`src/rtl/adcm_pkg.sv`:
```
package adcm_pkg;
    typedef enum logic {
        ST_IDLE = 1'b0,
        ST_XFER = 1'b1
    } adcm_state_e;
endpackage

```
`src/rtl/adcm_sclk_gen.sv`:
```
module adcm_sclk_gen #(
    parameter int DIV_HALF = 2
) (
    input  logic clk,
    input  logic rst_n,
    input  logic run,
    output logic tick
);
    localparam int DW = (DIV_HALF > 1) ? $clog2(DIV_HALF) : 1;
    localparam logic [DW-1:0] CNT_TOP = DW'(DIV_HALF - 1);

    logic [DW-1:0] cnt_d, cnt_q;

    always_comb begin
        cnt_d = cnt_q;
        if (!run || cnt_q == CNT_TOP) begin
            cnt_d = '0;
        end else begin
            cnt_d = cnt_q + 1'b1;
        end
    end

    always_ff @(posedge clk or negedge rst_n) begin
        if (!rst_n) begin
            cnt_q <= '0;
        end else begin
            cnt_q <= cnt_d;
        end
    end

    assign tick = run && (cnt_q == CNT_TOP);
endmodule

```
`src/rtl/adcm_gap_timer.sv`:
```
module adcm_gap_timer #(
    parameter int CS_GAP = 4
) (
    input  logic clk,
    input  logic rst_n,
    input  logic load,
    output logic open
);
    localparam int GW = $clog2(CS_GAP + 1);
    localparam logic [GW-1:0] GAP_LOAD = GW'(CS_GAP);

    logic [GW-1:0] cnt_d, cnt_q;

    always_comb begin
        cnt_d = cnt_q;
        if (load) begin
            cnt_d = GAP_LOAD;
        end else if (cnt_q != '0) begin
            cnt_d = cnt_q - 1'b1;
        end
    end

    always_ff @(posedge clk or negedge rst_n) begin
        if (!rst_n) begin
            cnt_q <= '0;
        end else begin
            cnt_q <= cnt_d;
        end
    end

    assign open = (cnt_q == '0);
endmodule

```
`src/rtl/adcm_capture.sv`:
```
module adcm_capture #(
    parameter int RES_W     = 10,
    parameter int EDGE_W    = 5,
    parameter int NULL_EDGE = 7,
    parameter int LAST_DATA = 17,
    parameter int LAST_REP  = 26
) (
    input  logic              clk,
    input  logic              rst_n,
    input  logic              clr,
    input  logic              smp,
    input  logic [EDGE_W-1:0] edge_no,
    input  logic              miso,
    output logic              null_bit,
    output logic [RES_W-1:0]  word,
    output logic [RES_W-2:0]  rep
);
    localparam logic [EDGE_W-1:0] E_NULL  = EDGE_W'(NULL_EDGE);
    localparam logic [EDGE_W-1:0] E_DLAST = EDGE_W'(LAST_DATA);
    localparam logic [EDGE_W-1:0] E_RLAST = EDGE_W'(LAST_REP);

    typedef struct packed {
        logic             nbit;
        logic [RES_W-1:0] word;
        logic [RES_W-2:0] rep;
    } cap_s;

    cap_s cap_d, cap_q;

    always_comb begin
        cap_d = cap_q;
        if (clr) begin
            cap_d = '0;
        end else if (smp) begin
            if (edge_no == E_NULL) begin
                cap_d.nbit = miso;
            end else if (edge_no > E_NULL && edge_no <= E_DLAST) begin
                cap_d.word = {cap_q.word[RES_W-2:0], miso};
            end else if (edge_no > E_DLAST && edge_no <= E_RLAST) begin
                cap_d.rep = {miso, cap_q.rep[RES_W-2:1]};
            end
        end
    end

    always_ff @(posedge clk or negedge rst_n) begin
        if (!rst_n) begin
            cap_q <= '0;
        end else begin
            cap_q <= cap_d;
        end
    end

    assign null_bit = cap_q.nbit;
    assign word     = cap_q.word;
    assign rep      = cap_q.rep;
endmodule

```
`src/rtl/adc_frame_master.sv`:
```
module adc_frame_master
    import adcm_pkg::*;
#(
    parameter int DIV_HALF = 2,
    parameter int CS_GAP   = 4,
    parameter int RES_W    = 10,
    parameter int CH_W     = 3
) (
    input  logic             clk,
    input  logic             rst_n,
    input  logic             req_valid,
    input  logic             req_single,
    input  logic [CH_W-1:0]  req_chan,
    input  logic             req_check,
    output logic             req_ready,
    output logic             adc_cs_n,
    output logic             adc_sclk,
    output logic             adc_mosi,
    input  logic             adc_miso,
    output logic             res_valid,
    output logic [RES_W-1:0] res_data,
    output logic             res_mismatch
);
    localparam int CMD_BITS  = 2 + CH_W;
    localparam int NULL_EDGE = CMD_BITS + 2;
    localparam int LAST_DATA = NULL_EDGE + RES_W;
    localparam int LAST_REP  = LAST_DATA + RES_W - 1;
    localparam int EDGE_W    = $clog2(LAST_REP + 1);
    localparam logic [EDGE_W-1:0] E_BASIC = EDGE_W'(LAST_DATA);
    localparam logic [EDGE_W-1:0] E_CHECK = EDGE_W'(LAST_REP);

    typedef struct packed {
        adcm_state_e      st;
        logic             cs_n;
        logic             sclk;
        logic             mosi;
        logic [CH_W:0]    cmd_sh;
        logic [EDGE_W-1:0] edge_no;
        logic             chk;
        logic             valid;
        logic [RES_W-1:0] data;
        logic             mism;
    } top_s;

    top_s q, d;

    logic             tick;
    logic             gap_open;
    logic             accept;
    logic             rise_tick;
    logic             done_now;
    logic [EDGE_W-1:0] edge_next;
    logic [EDGE_W-1:0] edge_last;
    logic             cap_null;
    logic [RES_W-1:0] cap_word;
    logic [RES_W-2:0] cap_rep;

    adcm_sclk_gen #(.DIV_HALF(DIV_HALF)) u_sclk (
        .clk   (clk),
        .rst_n (rst_n),
        .run   (q.st == ST_XFER),
        .tick  (tick)
    );

    adcm_gap_timer #(.CS_GAP(CS_GAP)) u_gap (
        .clk   (clk),
        .rst_n (rst_n),
        .load  (done_now),
        .open  (gap_open)
    );

    adcm_capture #(
        .RES_W     (RES_W),
        .EDGE_W    (EDGE_W),
        .NULL_EDGE (NULL_EDGE),
        .LAST_DATA (LAST_DATA),
        .LAST_REP  (LAST_REP)
    ) u_cap (
        .clk      (clk),
        .rst_n    (rst_n),
        .clr      (accept),
        .smp      (rise_tick),
        .edge_no  (edge_next),
        .miso     (adc_miso),
        .null_bit (cap_null),
        .word     (cap_word),
        .rep      (cap_rep)
    );

    assign req_ready = (q.st == ST_IDLE) && gap_open;
    assign accept    = req_valid && req_ready;
    assign rise_tick = (q.st == ST_XFER) && tick && !q.sclk;
    assign edge_next = q.edge_no + 1'b1;
    assign edge_last = q.chk ? E_CHECK : E_BASIC;
    assign done_now  = (q.st == ST_XFER) && tick && q.sclk && (q.edge_no == edge_last);

    always_comb begin
        d       = q;
        d.valid = 1'b0;
        case (q.st)
            ST_IDLE: begin
                if (accept) begin
                    d.st      = ST_XFER;
                    d.cs_n    = 1'b0;
                    d.sclk    = 1'b0;
                    d.mosi    = 1'b1;
                    d.cmd_sh  = {req_single, req_chan};
                    d.edge_no = '0;
                    d.chk     = req_check;
                end
            end
            ST_XFER: begin
                if (tick) begin
                    if (!q.sclk) begin
                        d.sclk    = 1'b1;
                        d.edge_no = edge_next;
                    end else begin
                        d.sclk = 1'b0;
                        if (done_now) begin
                            d.st    = ST_IDLE;
                            d.cs_n  = 1'b1;
                            d.mosi  = 1'b0;
                            d.valid = 1'b1;
                            d.data  = cap_word;
                            d.mism  = cap_null ||
                                      (q.chk && (cap_rep != cap_word[RES_W-1:1]));
                        end else begin
                            d.mosi   = q.cmd_sh[CH_W];
                            d.cmd_sh = {q.cmd_sh[CH_W-1:0], 1'b0};
                        end
                    end
                end
            end
            default: d.st = ST_IDLE;
        endcase
    end

    always_ff @(posedge clk or negedge rst_n) begin
        if (!rst_n) begin
            q       <= '0;
            q.st    <= ST_IDLE;
            q.cs_n  <= 1'b1;
        end else begin
            q <= d;
        end
    end

    assign adc_cs_n     = q.cs_n;
    assign adc_sclk     = q.sclk;
    assign adc_mosi     = q.mosi;
    assign res_valid    = q.valid;
    assign res_data     = q.data;
    assign res_mismatch = q.mism;
endmodule

```
`config.mk`:
```
export PLATFORM = sky130hd
export DESIGN_NAME = adc_frame_master
export DESIGN_NICKNAME = d
export VERILOG_FILES = /design/src/rtl/adcm_pkg.sv /design/src/rtl/adcm_sclk_gen.sv /design/src/rtl/adcm_gap_timer.sv /design/src/rtl/adcm_capture.sv /design/src/rtl/adc_frame_master.sv
export SDC_FILE = /design/constraint.sdc
export NUM_CORES = 1
export LEC_CHECK = 0
export BUFFER_PORTS_ARGS = -buffer_cell sky130_fd_sc_hd__clkbuf_2
export CAP_MARGIN = 20
export CELL_PAD_IN_SITES_DETAIL_PLACEMENT = 1
export CELL_PAD_IN_SITES_GLOBAL_PLACEMENT = 2
export CORE_ASPECT_RATIO = 0.6
export CORE_MARGIN = 4
export CORE_UTILIZATION = 25
export DETAILED_ROUTE_END_ITERATION = 7
export PLACE_DENSITY = 0.66
export SETUP_SLACK_MARGIN = 0.1
export SYNTH_ARGS = -nofsm -noshare
export SYNTH_HDL_FRONTEND = slang
export SYNTH_SLANG_ARGS = --single-unit
```
`constraint.sdc`:
```
create_clock -name clk -period 3.06 [get_ports clk]
set_clock_uncertainty 0.05 [all_clocks]
set_input_delay 0 -clock clk [delete_from_list [all_inputs] [get_ports clk]]
set_output_delay 0 -clock clk [all_outputs]
set_load 0.02 [all_outputs]
```
# Yosys cells after proc, flatten, opt, wreduce, memory -nomap -nowiden
# Index checks and enable logic that the tools add are counted.
totals:
  reg_bits: 50
  input_bits: 9
  out_inout_bits: 16
  wordCells: 90
classes:
  add_sub_neg: 3
  n_lt_le_gt_ge: 4
  eq_ne: 11
  n_mux: 25
  n_bitwise: 1
  n_reduce_logical: 31
ops:
  columns: ["operator", "n"]
  rows:
  - ["$mux W12", 4]
  - ["$mux W20", 2]
  - ["$pmux W13 S2", 1]
  - ["$mux W19", 1]
  - ["$mux W9", 2]
  - ["$reduce_and A4 Y1", 4]
  - ["$mux W14", 1]
  - ["$mux W13", 1]
  - ["$ne A2 B2 Y1 const B", 6]
  - ["$le A5 B5 Y1 const B", 2]
  - ["$logic_and A1 B1 Y1", 10]
  - ["$mux W10", 1]
  - ["$mux W5", 2]
  - ["$reduce_bool A2 Y1", 5]
  - ["$ne A9 B9 Y1", 1]
  - ["$reduce_and A3 Y1", 3]
  - ["$mux W4", 2]
  - ["$mux W3", 2]
  - ["$reduce_and A2 Y1", 3]
  - ["$add A5 B1 Y5 const B", 1]
  - ["$eq A5 B3 Y1 const B", 1]
  - ["$eq A5 B5 Y1", 1]
  - ["$gt A5 B3 Y1 const B", 1]
  - ["$gt A5 B5 Y1 const B", 1]
  - ["10 further kinds", 17]

# Longest topological paths before layout
# Gate-level depths: netlist of run 1.
depth:
  word_depth: 8
  mapped_depth: 8

# Modules after synthesis
# Synthesis of run 1 repeated with hierarchy kept, for this count alone.
unflattened:
  cells_unflattened: 250
  hier_area_um2: 2738.9
modules_own_cells:
  columns: ["module", "instances", "cells_each", "area_each_um2", "seq_area_each_um2"]
  rows:
  - ["adc_frame_master", 1, 114, 1357.6, 651.9]
  - ["adcm_capture", 1, 117, 1156.1, 500.5]
  - ["adcm_gap_timer", 1, 16, 183.9, 75.1]
  - ["adcm_sclk_gen", 1, 3, 41.3, 25.0]

# Least setup slack after synthesis of run 1
# Ideal clock, no wire load.
synth_timing:
  path_type: "reg-to-reg"
  startpoint: "register q[13] (netlist name)"
  endpoint: "register u_cap.cap_q, in the netlist u_cap.word[0]"
  setup_time_ns: 0.079
  arrival_time_ns: 1.769
  required_time_ns: 2.931
  slack_ns: 1.162
  stages_incl_launch_ff: 8
  path_buffers: 1
  synth_period_minus_slack_ns: 1.898
  cell_sequence: "dfrtp_1 > ha_1 > xor2_1 > and3_1 > o21a_2 > o211ai_2 > buf_6 > mux2i_1"
synth_between:
  elab_chain_len: 5
  word_cells_on_any_way: 8
  classes_between: "1 x add/sub; 2 x order compare; 2 x eq/ne; 3 x reduce/logical"
synth_rtl:
  columns: ["item", "line_no", "source"]
  rows:
  - ["start: declaration", "adc_frame_master.sv:45", "top_s q, d;"]
  - ["$add A5 B1 Y5 (*)", "adc_frame_master.sv:93", "assign edge_next = q.edge_no + 1'b1;"]
  - ["$gt A5 B3 Y1 or $le A5 B5 Y1 (tied branches)", "adcm_capture.sv:37", "end else if (edge_no > E_NULL && edge_no <= E_DLAST) begin"]
  - ["$logic_and A1 B1 Y1", "adcm_capture.sv:37", null]
  - ["$reduce_bool A2 Y1 (no line)", null, null]
  - ["$reduce_and A3 Y1 (no line) (*)", null, null]
  - ["end signal: assignment", "adcm_capture.sv:49", "cap_q <= cap_d;"]
  - ["end: declaration", "adcm_capture.sv:28", "cap_s cap_d, cap_q;"]
# Every way passes the cells marked *; elsewhere a longest branch is shown, timed or not.
# A chain may end at the register's enable or synchronous reset.

# Worst setup path after layout of run 1
layout_timing:
  startpoint: "register q[13] (netlist name)"
  endpoint: "register u_cap.cap_q, in the netlist u_cap.word[1]"
# The elaborated chain is that of the path after synthesis.

==> results of run 1 <==
-- layer usage --
layer	vias up	global-route usage	share of wire	wire length, µm
met5	-	0	0	0
met4	0	0.0272	0.0080	49
met3	5	0.0340	0.040	243
met2	25	0.144	0.37	2260
met1	881	0.183	0.59	3600
li1	856	-	-	-
-- worst max-delay path: cells and delay by family (launching register included) --
kind,cells,cell delay [ps]
compound gates,2,800
xor+xnor,1,200
fa+ha+maj,1,320
flops,1,480
mux,1,260
simple gates,1,220
-- sequential cells by signal, summed over array words and instances (netlist names) --
signal          flops
adc_cs_n            1
adc_mosi            1
adc_sclk            1
q                  11
res_data           10
res_mismatch        1
res_valid           1
u_cap.null_bit      1
u_cap.rep           9
u_cap.word         10
u_gap.cnt_q         3
u_sclk.cnt_q        1
-- final timing paths --
check / start / endpoint / slack [ps] / cells past startpoint
min in group clk: req_valid / u_cap.rep[3] / 280 / 4
min: rst_n / u_gap.cnt_q[2] / 240 / 2
max: q[13] / u_cap.word[1] / 630 / 6
max reg2reg: q[13] / u_cap.word[1] / 630 / 6
max in group asynchronous: rst_n / u_cap.rep[1] / 1920 / 3
min reg2reg: res_data[2] / res_data[2] / 440 / 1
-- stage by stage --
stage               total power [mW]  cell area (µm²)  setup slack, ps  hold WS (ps)
floorplan                       1.79             2510             1160          -346
global placement                2.06             2700              715          28.3
detailed placement              2.09             2700              630          24.9
CTS                             2.72             2930              609           253
global route                    2.90             2930              402           302
finish                          2.68             2930              630           236
-- cell usage in the layout, fill, tap and decap left out, types with 3 or more instances in the layout --
cell,n
a21oi_1,18
buf_4,3
clkbuf_16,5
clkbuf_2,24
dfrtp_1,49
dlygate4sd3_1,7
ha_1,6
inv_1,8
mux2_2,9
mux2i_1,10
nand2_1,22
nand3_1,12
nor2_1,13
nor3_1,4
o21ai_0,10
o21ai_1,5
xnor2_1,3
xor2_1,9
-- cell type report --
class                      instances  area [µm²]  area share
sequential                        50        1250       0.428
multi-input combinational        159        1100       0.376
timing repair buffer              34         213      0.0727
tap                              135         169      0.0577
clock buffer                       7         153      0.0522
inverter                           8        30.0      0.0103
clock inverter                     1        8.76     0.00299
-- power by group through the flow --
stage | clock network [mW] | logic [mW] | registers, mW
floorplan | 0 | 0.753 | 1.04
global placement | 0 | 0.966 | 1.10
detailed placement | 0 | 0.983 | 1.11
CTS | 0.625 | 0.999 | 1.10
global route | 0.648 | 1.12 | 1.13
finish | 0.593 | 0.989 | 1.10
-- cell families after synthesis --
logic type | after synthesis | share of synthesized area
AO/OA/AOI/OAI | 49 | 0.123
XOR/XNOR | 13 | 0.0483
adder cells (fa/ha/maj) | 6 | 0.0299
buffers and inverters | 27 | 0.0648
flip-flops | 50 | 0.499
multiplexers | 22 | 0.0947
AND/OR/NAND/NOR | 69 | 0.141
==> run_results.csv, run 1 <==
group,metric,value,unit
run_status,status,"finished, final reports clean",
setup_path,arrival,2590,ps
floorplan,die_y,85.6,µm
floorplan,io_pins,25,
synthesis,syn_area_per_cell,10.6,µm²
synthesis,synth_edf_count,0,
grt,grt.overflow.total,0,
final_layout,drive_gt1_frac,0.224,
cts,cts_setup_buffers,0,
setup_path,critPathMaxFanout,10,
pwr,power_frac_clock,0.221,
sta,drv_slew,0,
cts,numCtsBuffers,5,
final_layout,final_nets,273,
pwr,switching_share,0.396,
setup_path,cpMaxStageDelayCell,"o211ai_2",
place,dp_cells,379,
place,place.gp.congestion,0.748,
routing,drt_iter0_drc,71,
pwr,combPwrFrac,0.369,
pwr,leakagePower,1.42,nW
place,detailed_place_hpwl,4490,µm
synthesis,synth_nets,251,
setup_path,path_cells,"ha_1 > xor2_1 > and3_1 > o21a_2 > o211ai_2 > mux2i_1",
synthesis,synthCells,236,
cts,cts_tree,"built",
setup_path,end_kind,"flip-flop",
final_layout,nFillCells,1126,
synthesis,syn-cell-area,2510,µm²
sta,layout_min_cycle_time,2430,ps
setup_path,crit_required,3220,ps
floorplan,dieArea,11800,µm²
pwr,max-vdd-ir-drop,0.000418,V
final_layout,syn_to_final_growth,16.5,%
synthesis,yosysSeqAreaShare,0.499,
floorplan,start_util,0.256,
cts,htreeDepth,2,
synthesis,synth.area.top_cells,"dfrtp_1, mux2_2, mux2i_1",
setup_path,cp-start-kind,"flip-flop",
grt,grt_antenna_before_repair,0,
setup_path,crit_path_max_incr_delay,610,ps
final_layout,finish.utilization,0.298,
sta,slew_headroom,0.501,
routing,ant_nets,0,
cts,clkSlewWorstSetupHoldPaths,70,ps
synthesis,synth_top_area_frac,0.488,
setup_path,worst-setup-path-type,"flip-flop to flip-flop",
grt,grt_pass1_wl,10300,µm
floorplan,die_w,137,µm
sta,max_freq,411,MHz
routing,drc,0,
pwr,power.net_switching,1.06,mW
cts,cts_hold_buf,7,
synthesis,synth_top_cell_by_area,"dfrtp_1",
floorplan,core-area,9810,µm²
cts,clkLatencyLatePin,290,ps
floorplan,rows,28,
final_layout,antenna_cells,0,
sta,worstMarginPinSlew,746,ps
routing,vias_per_cell,4.48,
grt,grt_max_degree,27,
sta,finalHoldViolations,0,
job,drv_cap,0,
synthesis,synth.top_cells.by_count,"dfrtp_1, nand2_1, a21oi_1",
synthesis,ys_types,49,
grt,grtUsageTotal,0.114,
pwr,pwr-share-seq,0.410,
synthesis,synthArstFlopShare,1.00,
routing,num_vias,1767,
synthesis,synth_most_common_cell,"dfrtp_1",
worst_hold_path,hp-class,"input port to asynchronous set/reset pin",
sta,finalSetupTns,0,ps
cts,cts_max_path_buffers,2,
synthesis,synthFlopType,"dfrtp_1",
sta,setup_viol,0,
pwr,internal_power,1.62,mW
synthesis,ys_seq_elements,50,
cts,clock-sinks,50,
routing,dr.pass1.iters,4,
routing,routed_wirelength,6150,µm
final_layout,fin_cells,394,
sta,rsz0062_at_grt,"no",
place,portBuffers,24,
sta,post-route-period-util,0.794,
grt,grt_pass1_vias,1808,
synthesis,yosys_warnings,0,
pwr,power_density,916,nW/µm²
cts,cts_root_buf,"clkbuf_16",
routing,routedWlPerCell,15.6,µm
cts,cts.repair.resized,0,
No activity file was read; power rests on OpenSTA's default activity.
==> run 2, diff against run 1 <==
- clock period: 3.06 -> 2.4 ns (I/O delays scaled with it)
==> run_results.csv, run 2 (synthesized netlist as in run 1, its figures left out) <==
group,metric,value,unit
final_layout,drive_gt1_frac,0.248,
final_layout,mostFrequentLayoutCells,"dfrtp_1, clkbuf_2, nand2_1",
grt,grt_pass1_wl,10500,µm
final_layout,largest_register,"q",
cts,cts_root_buf,"clkbuf_16",
setup_path,cp_num_buf_inv,1,
final_layout,syn_to_final_growth,20.0,%
sta,worstMarginPinSlew,758,ps
sta,drv_slew,0,
final_layout,antenna_cells,0,
final_layout,final_common_cell,"dfrtp_1",
routing,drt_iter0_drc,134,
worst_hold_path,hp-class,"input port to asynchronous set/reset pin",
floorplan,dieArea,11800,µm²
cts,clkSlewWorstSetupHoldPaths,70,ps
sta,rsz0062_at_grt,"no",
setup_path,critPathMaxFanout,10,
cts,clkLatencyLatePin,290,ps
final_layout,finish.utilization,0.307,
place,place.gp.congestion,0.770,
floorplan,start_util,0.256,
place,place_worst_setup_slack,223,ps
routing,vias_per_cell,4.49,
sta,layout_min_cycle_time,2090,ps
floorplan,rows,28,
pwr,power_density,1210,nW/µm²
cts,cts_setup_buffers,0,
setup_path,arrival,2250,ps
setup_path,worst-setup-path-type,"flip-flop to flip-flop",
cts,htreeDepth,2,
place,detailed_place_hpwl,4700,µm
sta,finalSetupTns,0,ps
routing,routedWlPerCell,15.7,µm
cts,cts_max_path_buffers,2,
final_layout,final_area,3010,µm²
final_layout,largest_reg_flops,11,
grt,grt_max_degree,30,
sta,finalHoldViolations,0,
final_layout,final_nets,276,
grt,grt_pass1_vias,1794,
place,portBuffers,24,
routing,dr.pass1.iters,4,
routing,ant_nets,0,
cts,clock-sinks,50,
setup_path,end_kind,"flip-flop",
floorplan,die_w,137,µm
sta,max_freq,478,MHz
floorplan,die_y,85.6,µm
setup_path,cpMaxStageDelayCell,"dfrtp_1",
sta,timing.hold.ws,251,ps
cts,numCtsBuffers,5,
routing,num_vias,1782,
sta,slew_headroom,0.495,
pwr,leakagePower,1.45,nW
floorplan,io_pins,25,
sta,fin_ws,309,ps
grt,grt.overflow.total,0,
floorplan,core-area,9810,µm²
setup_path,critical-path-top-delay-family,"flip-flops",
cts,cts_tree,"built",
setup_path,cp-start-kind,"flip-flop",
setup_path,path_cells,"ha_2 > xor2_2 > o21bai_2 > nor3_1 > o211ai_2 > buf_4 > mux2i_1",
pwr,max-vdd-ir-drop,0.000356,V
setup_path,crit_required,2560,ps
grt,grtUsageTotal,0.118,
job,drv_cap,0,
place,placed_area,2720,µm²
routing,routed_wirelength,6230,µm
sta,post-route-period-util,0.871,
run_status,status,"finished, final reports clean",
setup_path,crit_path_max_incr_delay,470,ps
sta,setup_viol,0,
grt,grt_antenna_before_repair,0,
routing,drc,0,
## run 2: final timing paths
kind                             startpoint  cells after the start             end  slack, ps
worst max-delay path                  q[14]                      7   u_cap.word[6]        310
worst min-delay path                  rst_n                      2  u_gap.cnt_q[2]        250
worst max register to register        q[14]                      7   u_cap.word[6]        310
worst min register to register  res_data[2]                      1     res_data[2]        440
max in group asynchronous             rst_n                      3   u_cap.word[6]       1370
min in group clk                  req_valid                      5           q[12]        270
## run 2: area by class of cell
cell class / count / area (µm²)
sequential: 50 / 1250
fill: 1138 / 6800
inverter: 8 / 30.0
clock inverter: 2 / 60.1
tap: 135 / 169
timing repair buffer: 37 / 235
multi-input combinational: 159 / 1130
clock buffer: 6 / 139
## run 2: power by group
part	leakage, nW	internal (mW)	switching [mW]
Clock	0.0971	0.626	0.315
Sequential	0.656	1.11	0.307
Combinational	0.700	0.538	0.751
## run 2: repair_timing
| action | CTS | global route |
|---|---|---|
| hold buffers | 7 | 0 |
| resized for setup | 0 | 5 |
| setup endpoints to repair | 0 | 19 |
| endpoints found under the hold margin | 33 | 0 |
## run 2: metal layers
metal | share of wire | GRT usage
met2 | 0.35 | 0.135
met1 | 0.59 | 0.200
met3 | 0.055 | 0.0346
met4 | 0.011 | 0.0326
met5 | 0 | 0
## run 2: metrics by stage
| stage | total power [mW] | cells |
|---|---|---|
| 3_5_place_dp | 2.68 | 382 |
| 3_3_place_gp | 2.65 | 382 |
| 4_1_cts | 3.65 | 397 |
| 6_report | 3.64 | 397 |
| 5_1_grt | 3.93 | 397 |
| 2_1_floorplan | 2.28 | 236 |
==> run 3, diff against run 2 <==
- SYNTH_HIERARCHICAL: unset -> 1
- clock period: 2.4 -> 1.99 ns (I/O delays scaled with it)
==> run_results.csv, run 3 <==
group,metric,value,unit
run_status,status,"finished, final reports clean",
setup_path,worst-setup-path-type,"flip-flop to flip-flop",
sta,max_freq,508,MHz
sta,layout_min_cycle_time,1970,ps
setup_path,critical-path-top-delay-family,"simple AND/OR/NAND/NOR gates",
synthesis,ys_types,55,
routing,num_vias,2149,
floorplan,die_w,143,µm
pwr,max-vdd-ir-drop,0.000546,V
cts,clkLatencyLatePin,300,ps
routing,met1Wirelength,4030,µm
synthesis,synth_nets,262,
place,place.gp.congestion,0.791,
routing,met3_length,292,µm
place,portBuffers,24,
grt,grtUsageTotal,0.125,
routing,routedWlPerCell,18.1,µm
synthesis,synthFlopType,"dfrtp_1",
setup_path,crit_required,2120,ps
routing,routed_wirelength,8050,µm
cts,cts_max_path_buffers,2,
place,detailed_place_hpwl,5190,µm
final_layout,final_common_cell,"dfrtp_1",
routing,drc,0,
final_layout,final_nets,317,
floorplan,core-area,10600,µm²
setup_path,path_cells,"or4b_4 > a211oi_4 > buf_12 > mux2_2",
routing,ant_nets,0,
sta,slew_headroom,0.559,
floorplan,io_pins,25,
grt,grt_antenna_before_repair,0,
sta,setup_viol,0,
worst_hold_path,hp-class,"input port to flip-flop",
synthesis,yosys_warnings,6,
final_layout,syn_to_final_growth,35.5,%
sta,finalSetupTns,0,ps
setup_path,end_kind,"flip-flop",
floorplan,start_util,0.258,
cts,cts_tree,"built",
final_layout,mostFrequentLayoutCells,"dfrtp_1, buf_4, clkbuf_2",
synthesis,syn-cell-area,2740,µm²
pwr,power_frac_clock,0.189,
pwr,pwr-share-seq,0.302,
setup_path,crit_path_max_incr_delay,560,ps
setup_path,cp_num_buf_inv,1,
floorplan,die_y,89.1,µm
floorplan,rows,29,
sta,rsz0062_at_grt,"yes",
setup_path,arrival,2100,ps
grt,grt.overflow.total,0,
synthesis,synth_top_area_frac,0.448,
sta,drv_slew,0,
synthesis,synthCells,250,
setup_path,cpMaxStageDelayCell,"or4b_4",
routing,met2_length,3590,µm
synthesis,synth_top_cell_by_area,"dfrtp_1",
pwr,leakagePower,1.61,nW
final_layout,antenna_cells,0,
grt,grt_pass1_wl,12000,µm
final_layout,largest_register,"q",
sta,finalHoldViolations,0,
cts,clock-sinks,50,
setup_path,critPathMaxFanout,17,
floorplan,dieArea,12700,µm²
cts,cts_root_buf,"clkbuf_16",
synthesis,syn_area_per_cell,11.0,µm²
routing,dr.pass1.iters,4,
sta,worstMarginPinSlew,661,ps
pwr,total_power,4.74,mW
final_layout,largest_reg_flops,11,
pwr,power_density,1280,nW/µm²
grt,grt_max_degree,29,
pwr,power.net_switching,1.91,mW
routing,vias_per_cell,4.83,
routing,topRoutingLayerUsed,"met4",
synthesis,synth.top_cells.by_count,"dfrtp_1, nand3_1, mux2_2, nor2b_1",
grt,grt_pass1_vias,2205,
cts,numCtsBuffers,5,
pwr,internal_power,2.83,mW
synthesis,synth_most_common_cell,"dfrtp_1",
pwr,switching_share,0.402,
final_layout,drive_gt1_frac,0.431,
synthesis,synthArstFlopShare,1.00,
cts,htreeDepth,2,
synthesis,yosysSeqAreaShare,0.457,
synthesis,ys_seq_elements,50,
sta,timing.hold.ws,14.1,ps
synthesis,synth_edf_count,0,
routing,drt_iter0_drc,103,
job,drv_cap,0,
pwr,combPwrFrac,0.509,
sta,post-route-period-util,0.989,
synthesis,synth.area.top_cells,"dfrtp_1, nand3_1, mux2_2",
setup_path,cp-start-kind,"flip-flop",
cts,clkSlewWorstSetupHoldPaths,70,ps
## run 3: cell count changes after synthesis, sizes merged, moves of 5 or more
cell	delta
nand2	-15
nor2	-8
o21ai	-9
nand3	+16
xor2	-6
xnor2	+5
nand2b	+8
a31oi	+6
nor2b	+10
a21oi	-14
## run 3: per-stage QoR
stage	setup WS [ps]	instances	instance area, µm²	utilization
2_1_floorplan	43.5	250	2780	-
3_3_place_gp	25.6	410	3110	0.292
3_5_place_dp	-66.5	410	3110	0.292
4_1_cts	18.9	432	3430	0.322
5_1_grt	-19.1	445	3710	0.349
6_report	21.6	445	3710	0.349
## run 3: worst paths after layout
| check | from | endpoint | slack (ps) | cells after the start |
|---|---|---|---|---|
| min in group asynchronous | rst_n | q[18] | 200 | 2 |
| max in group asynchronous | rst_n | adc_cs_n | 1020 | 3 |
| setup reg to reg | q[14] | res_data[7] | 20 | 4 |
| hold / removal | req_single | q[21] | 10 | 3 |
| hold reg to reg | adc_cs_n | adc_cs_n | 420 | 2 |
| setup / recovery | q[14] | res_data[7] | 20 | 4 |
## run 3: tightest hold or removal path, stage by stage
cell	delay (ps)
clkbuf_2	80
a32o_1	120
mux2_4	130
## run 3: metal layers
| metal | global-route usage | vias to the layer above |
|---|---|---|
| met5 | 0 | - |
| met4 | 0.0423 | 0 |
| met1 | 0.179 | 1094 |
| met2 | 0.183 | 35 |
| li1 | - | 1011 |
| met3 | 0.0321 | 9 |
## run 3: power by group through the flow
stage / clock network (mW) / registers [mW] / logic [mW]
floorplan: 0 / 1.40 / 1.27
global placement: 0 / 1.42 / 1.74
detailed placement: 0 / 1.43 / 1.77
CTS: 0.914 / 1.43 / 1.93
global route: 0.963 / 1.46 / 2.59
finish: 0.897 / 1.43 / 2.41
## run 3: area by class of cell
type                       count  area, µm²
tap                          139        174
fill                        1171       6920
timing repair buffer          68        537
inverter                      10       37.5
clock inverter                 1       5.00
multi-input combinational    170       1560
sequential                    50       1260
clock buffer                   7        143
## run 3: timing repair
| item | CTS | global route |
|---|---|---|
| setup endpoints to repair | 35 | 38 |
| pin swaps | 5 | 16 |
| endpoints found under the hold margin | 28 | 0 |
| hold buffers | 7 | 0 |
| gates cloned | 1 | 2 |
| resized for setup | 12 | 35 |
| setup buffers | 6 | 11 |
## run 3: kinds of logic after synthesis
| group | share of synthesized area |
|---|---|
| fa+ha+maj | 0.0137 |
| compound gates | 0.115 |
| mux | 0.100 |
| flops | 0.457 |
| xor+xnor | 0.0384 |
| simple gates | 0.207 |
| buf+inv | 0.0690 |
